### src/rtl/mdm_stat_pkg.sv
package mdm_stat_pkg;
   // Number of modem lines watched: index 0 is CTS, index 1 is DSR
   localparam int LINE_CNT   = 2;
   // Status byte layout: delta flags from DELTA_BASE, levels from LEVEL_BASE
   localparam int DELTA_BASE = 0;
   localparam int LEVEL_BASE = 4;
   localparam int LINE_CTS   = 0;
   localparam int LINE_DSR   = 1;
endpackage

### src/rtl/mdm_sync.sv
module mdm_sync #(
   parameter int   STAGES  = 2,
   parameter logic RST_VAL = 1'b1
) (
   input  logic clk,
   input  logic rst_n,
   input  logic din,
   output logic dout
);
   logic [STAGES-1:0] sr_q;

   generate
      if (STAGES < 2) begin : g_bad_depth
         $error("mdm_sync: STAGES must be at least 2");
      end
   endgenerate

   always_ff @(posedge clk or negedge rst_n) begin
      if (!rst_n) sr_q <= {STAGES{RST_VAL}};
      else        sr_q <= {sr_q[STAGES-2:0], din};
   end

   assign dout = sr_q[STAGES-1];
endmodule

### src/rtl/mdm_delta.sv
module mdm_delta (
   input  logic clk,
   input  logic rst_n,
   input  logic line_n,
   input  logic rd,
   output logic flag_o,
   output logic level_o
);
   logic prev_q;
   logic flag_q;
   logic chg;

   // Previous value resets to the idle (high) level, so a line held low
   // through reset looks like a change on the first sampled cycle.
   always_ff @(posedge clk or negedge rst_n) begin
      if (!rst_n) prev_q <= 1'b1;
      else        prev_q <= line_n;
   end

   assign chg = (line_n != prev_q);

   always_ff @(posedge clk or negedge rst_n) begin
      if (!rst_n)   flag_q <= 1'b0;
      else if (chg) flag_q <= 1'b1;
      else if (rd)  flag_q <= 1'b0;
   end

   assign flag_o  = flag_q;
   assign level_o = ~line_n;


   rd_clears_chk: assert property (@(posedge clk) disable iff (!rst_n)
      (rd && !chg) |=> !flag_q);


   change_wins_chk: assert property (@(posedge clk) disable iff (!rst_n)
      chg |=> flag_q);


   rise_needs_change_chk: assert property (@(posedge clk) disable iff (!rst_n)
      $rose(flag_q) |-> $past(chg));
endmodule

### src/rtl/mdm_stat_track.sv
module mdm_stat_track
   import mdm_stat_pkg::*;
#(
   parameter int SYNC_STAGES = 2,
   parameter int STAT_W      = 8
) (
   input  logic              clk,
   input  logic              rst_n,
   input  logic              cts_n_i,
   input  logic              dsr_n_i,
   input  logic              loop_en_i,
   input  logic              dtr_ctl_i,
   input  logic              rts_ctl_i,
   input  logic              stat_rd_i,
   input  logic              irq_en_i,
   output logic [STAT_W-1:0] stat_o,
   output logic              irq_o
);
   localparam int TOP_BIT = LEVEL_BASE + LINE_CNT;

   generate
      if (STAT_W < TOP_BIT) begin : g_bad_width
         $error("mdm_stat_track: STAT_W too small for status layout");
      end
   endgenerate

   logic [LINE_CNT-1:0] pin_n;
   logic [LINE_CNT-1:0] loop_n;
   logic [LINE_CNT-1:0] sync_n;
   logic [LINE_CNT-1:0] sel_n;
   logic [LINE_CNT-1:0] delta;
   logic [LINE_CNT-1:0] level;

   assign pin_n[LINE_CTS]  = cts_n_i;
   assign pin_n[LINE_DSR]  = dsr_n_i;
   // Control bits are active high; convert to the pin polarity
   assign loop_n[LINE_CTS] = ~rts_ctl_i;
   assign loop_n[LINE_DSR] = ~dtr_ctl_i;

   for (genvar i = 0; i < LINE_CNT; i++) begin : g_line
      mdm_sync #(
         .STAGES  (SYNC_STAGES),
         .RST_VAL (1'b1)
      ) u_sync (
         .clk  (clk),
         .rst_n(rst_n),
         .din  (pin_n[i]),
         .dout (sync_n[i])
      );

      assign sel_n[i] = loop_en_i ? loop_n[i] : sync_n[i];

      mdm_delta u_delta (
         .clk    (clk),
         .rst_n  (rst_n),
         .line_n (sel_n[i]),
         .rd     (stat_rd_i),
         .flag_o (delta[i]),
         .level_o(level[i])
      );
   end

   always_comb begin
      stat_o = '0;
      for (int i = 0; i < LINE_CNT; i++) begin
         stat_o[DELTA_BASE + i] = delta[i];
         stat_o[LEVEL_BASE + i] = level[i];
      end
   end

   assign irq_o = irq_en_i & (|delta);


   loop_cts_src_chk: assert property (@(posedge clk) disable iff (!rst_n)
      ($rose(delta[LINE_CTS]) && $past(loop_en_i) && $past(loop_en_i, 2))
         |-> ($past(rts_ctl_i) != $past(rts_ctl_i, 2)));


   irq_follows_flags_chk: assert property (@(posedge clk) disable iff (!rst_n)
      (irq_en_i && stat_o[DELTA_BASE]) |-> irq_o);
endmodule

### config.mk
export PLATFORM = sky130hd
export DESIGN_NAME = mdm_stat_track
export DESIGN_NICKNAME = d
export VERILOG_FILES = /design/src/rtl/mdm_stat_pkg.sv /design/src/rtl/mdm_sync.sv /design/src/rtl/mdm_delta.sv /design/src/rtl/mdm_stat_track.sv
export SDC_FILE = /design/constraint.sdc
export NUM_CORES = 1
export LEC_CHECK = 0
export ABC_CLOCK_PERIOD_IN_PS = 1300
export BUFFER_PORTS_ARGS = -buffer_cell sky130_fd_sc_hd__buf_2
export CAP_MARGIN = 20
export CORE_AREA = 2 2 39 41
export DETAILED_ROUTE_END_ITERATION = 10
export DIE_AREA = 0 0 41 43
export GPL_TIMING_DRIVEN = 0
export PLACE_DENSITY = 0.5
export SYNTH_ARGS = -nofsm -noshare
export SYNTH_HDL_FRONTEND = slang
export SYNTH_HIERARCHICAL = 1
export SYNTH_SLANG_ARGS = --single-unit
export TNS_END_PERCENT = 5
### constraint.sdc
create_clock -name clk -period 1.3 [get_ports clk]
set_input_delay 0.13 -clock clk [delete_from_list [all_inputs] [get_ports clk]]
set_output_delay 0.13 -clock clk [all_outputs]
set_load 0.05 [all_outputs]
==> impl_metrics.tcl <==
set metrics [dict create \
    path_max_fanout 2 \
    netlist_area_um2 319 \
    route.detailed.drc 0 \
    layout_min_cycle_time_ns 1.28 \
    design_power_total_mw 0.686 \
    reg2reg_to "g_line[0].u_delta/flag_o" \
    yosys.area.top_type_share 0.494 \
    clock_transition_at_path_regs_ns 0.06 \
    worstPathBufferInverterCount 3 \
    final-max-slew-violation-count 0 \
    timing.hold.worst.class "in -> reg" \
    dpl.hpwl_um 399 \
    worstHoldPathCells 2 \
    power.ir.vdd_worst_mv 0.645 \
    final.fill_count 147 \
    ys_async_sr_fraction 1.00 \
    cell_internal_pwr_mw 0.466 \
    worst-endpoint-arrival_ns 1.15 \
    tritoncts_clock_tree "yes" \
    clock_tree.root_cell "clkbuf_4" \
    timing.final.hold_violations 0 \
    ant_nets 0 \
    reg_to_reg_slack_setup_ns 0.14 \
    timing.rr.start "g_line[0].u_sync/sr_q[1]" \
    total_leakage_power_nw 0.263 \
    register_bit_total_from_synthesis 8 \
    critical_path.endpoint_type "primary output" \
    layout_cell_share_with_drive_strength_beyond_1 0.647 \
    grt-ovfl-total 0 \
    synth_top_flop_cell "dfstp_2" \
    setup.worst_path.start_class "flop" \
    run_status "complete, no violations" \
    dr_total_vias 232 \
    critPathRequiredTime_ns 1.17 \
    cp_cell_sequence "inv_2 -> mux2i_4 -> inv_2 -> buf_8" \
    routedWlPerCell_um 8.28 \
    floorplan.initialDensity 0.231 \
    synth_cell_types 9 \
    buffer_ports.inserted 13 \
    n_antenna_cell 0 \
    chipWidth_um 41 \
    drt-pass1-iter-count 1 \
    io_pins 18 \
    standard_cell_area_after_detailed_placement_um2 415 \
    layout.cell_area.non_filler_um2 528 \
    globalplace.congestion 0.589 \
    critical_path_class "reg -> out" \
    syn-instance-count 26 \
    reg2reg_depth 5 \
    final_critical_path_setup_slack_ns 0.0171 \
    cap_viol_max_count 0 \
    dpl_worst_slack_ns 0.0744 \
    seq_power_share 0.422 \
    switching_share 0.320 \
    switchingPower_mw 0.220 \
    die_area_um2 1760 \
    synth_commonest_cells "dfstp_2, inv_1, buf_4" \
    htree_levels 1 \
    worst_hold_path.endpoint "g_line[1].u_delta/flag_o" \
    finalNetCount 61 \
    power.combinational.fraction 0.290 \
    crit_path_max_incr_delay_ns 0.52 \
    clockPowerShare 0.288 \
    hold_path_startpoint "stat_rd_i" \
    fin_crit_sh 0.987 \
    core_area_um2 1380 \
    number_of_standard_cell_rows_in_the_floorplan 14 \
    setup_total_negative_slack_ns 0 \
    vias_in_the_first_global_route 219 \
    globalRouteTotalUtil 0.0732 \
    clock_tree.buffer_depth 2 \
    insertion_delay_ns 0.25 \
    synth_area_leader_cell "dfstp_2" \
    synth.top_cells.by_area "dfstp_2, dfrtp_1, buf_4" \
    fp.dieH_um 43 \
    cpLargestDelayFamily "flip-flops" \
    pin_count_of_the_biggest_net_entering_global_routing 9 \
    rsz0062_at_grt "yes" \
    synth_warnings 6 \
    antenna_found_initial 0 \
    hold_ws_ns 0.0804 \
    avgSynthCellArea_um2 12.3 \
    peak_freq_ghz 0.779 \
    report.final.setup_viol 0 \
    post_drt_via_cell_ratio 3.46 \
    first_pass_grt_wire_length_um 779 \
    first_iter_violations 0 \
    cts_num_sinks 8 \
    path_common_cell "inv_2" \
    power.density_cell_area_nw_per_um2 1300 \
    worst_path_max_delay_cell "dfstp_2" \
    synth_enable_flop_cells 0 \
    seq_area_frac_synth 0.651 \
    numCtsBuffers 3 \
    layout-area-overhead-vs-synth_pct 65.5 \
    finalWirelength_um 555 \
    final_clock_skew_ns 0.00603 \
]
-- layer usage --
| layer | GRT usage | vias up | wire length (um) |
|---|---|---|---|
| met2 | 0.113 | 15 | 281 |
| met1 | 0.0602 | 98 | 209 |
| li1 | - | 119 | - |
| met3 | 0.0628 | 0 | 65 |
| met5 | 0 | - | 0 |
| met4 | 0.0400 | 0 | 0 |
-- power by group through the flow --
stage	Clock (mW)	Sequential, mW	Combinational, mW
after floorplan	0	0.327	0.0888
after global placement	0	0.292	0.162
after detailed placement	0	0.293	0.163
after CTS	0.209	0.289	0.196
after global routing	0.229	0.291	0.212
final	0.198	0.289	0.199
-- through the flow --
step,instances,util
floorplan,29,-
global placement,58,0.300
detailed placement,58,0.300
CTS,67,0.379
global route,67,0.382
finish,67,0.382
-- sequential cells by signal (all words and copies together) (netlist names) --
signal,cells
g_line.u_delta/prev_q,2
g_line.u_sync/sr_q,4
g_line.u_delta/flag_o,2
-- worst reg2reg max path, delay by kind of cell (launching register included) --
kind	cells	cell delay, ns
multiplexers	1	0.15
AO/OA/AOI/OAI	1	0.10
buffers and inverters	2	0.19
flip-flops	1	0.51
XOR/XNOR	1	0.10
-- cell families (layout without fill, tap and decap cells) --
family,after synthesis,after routing,synth area share
other,1,4,0.0118
AO/OA/AOI/OAI,3,3,0.0549
XOR/XNOR,2,2,0.0549
multiplexers,2,2,0.0627
flip-flops,8,8,0.651
buffers and inverters,10,32,0.165
-- layout make-up --
| class | count | area, um^2 | share of cell area |
|---|---|---|---|
| inverters | 6 | 22.5 | 0.0427 |
| multi-input cells | 11 | 95.1 | 0.180 |
| flip-flops and latches | 8 | 208 | 0.393 |
| clock buffers | 4 | 26.3 | 0.0498 |
| repair buffers | 18 | 126 | 0.239 |
| plain buffers | 4 | 30.0 | 0.0569 |
| well taps | 16 | 20.0 | 0.0379 |
-- worst max-delay path by stage --
stage | start | to | cells past startpoint
2_1_floorplan | g_line[1].u_delta/flag_o | irq_o | 1
3_3_place_gp | g_line[0].u_sync/sr_q[1] | stat_o[4] | 4
3_5_place_dp | g_line[1].u_sync/sr_q[1] | stat_o[5] | 4
4_1_cts | g_line[1].u_sync/sr_q[1] | stat_o[5] | 4
5_1_grt | g_line[1].u_sync/sr_q[1] | stat_o[5] | 4
6_report | g_line[1].u_sync/sr_q[1] | stat_o[5] | 4
-- cells in the final DEF (no fill, tap or decap), types with 3 or more instances in the layout --
cell type and count:
inv_2 3, inv_1 3, clkbuf_4 3, dfstp_2 6, buf_4 6, conb_1 4, buf_2 11, dlygate4sd3_1 3
-- timing repair --
action,4_1_cts,5_1_grt
setup endpoints to repair,2,2
hold endpoints to repair,10,0
resized for setup,8,4
hold buffers,3,0
buffers inserted,2,0
(Power assumes the default switching activity.)
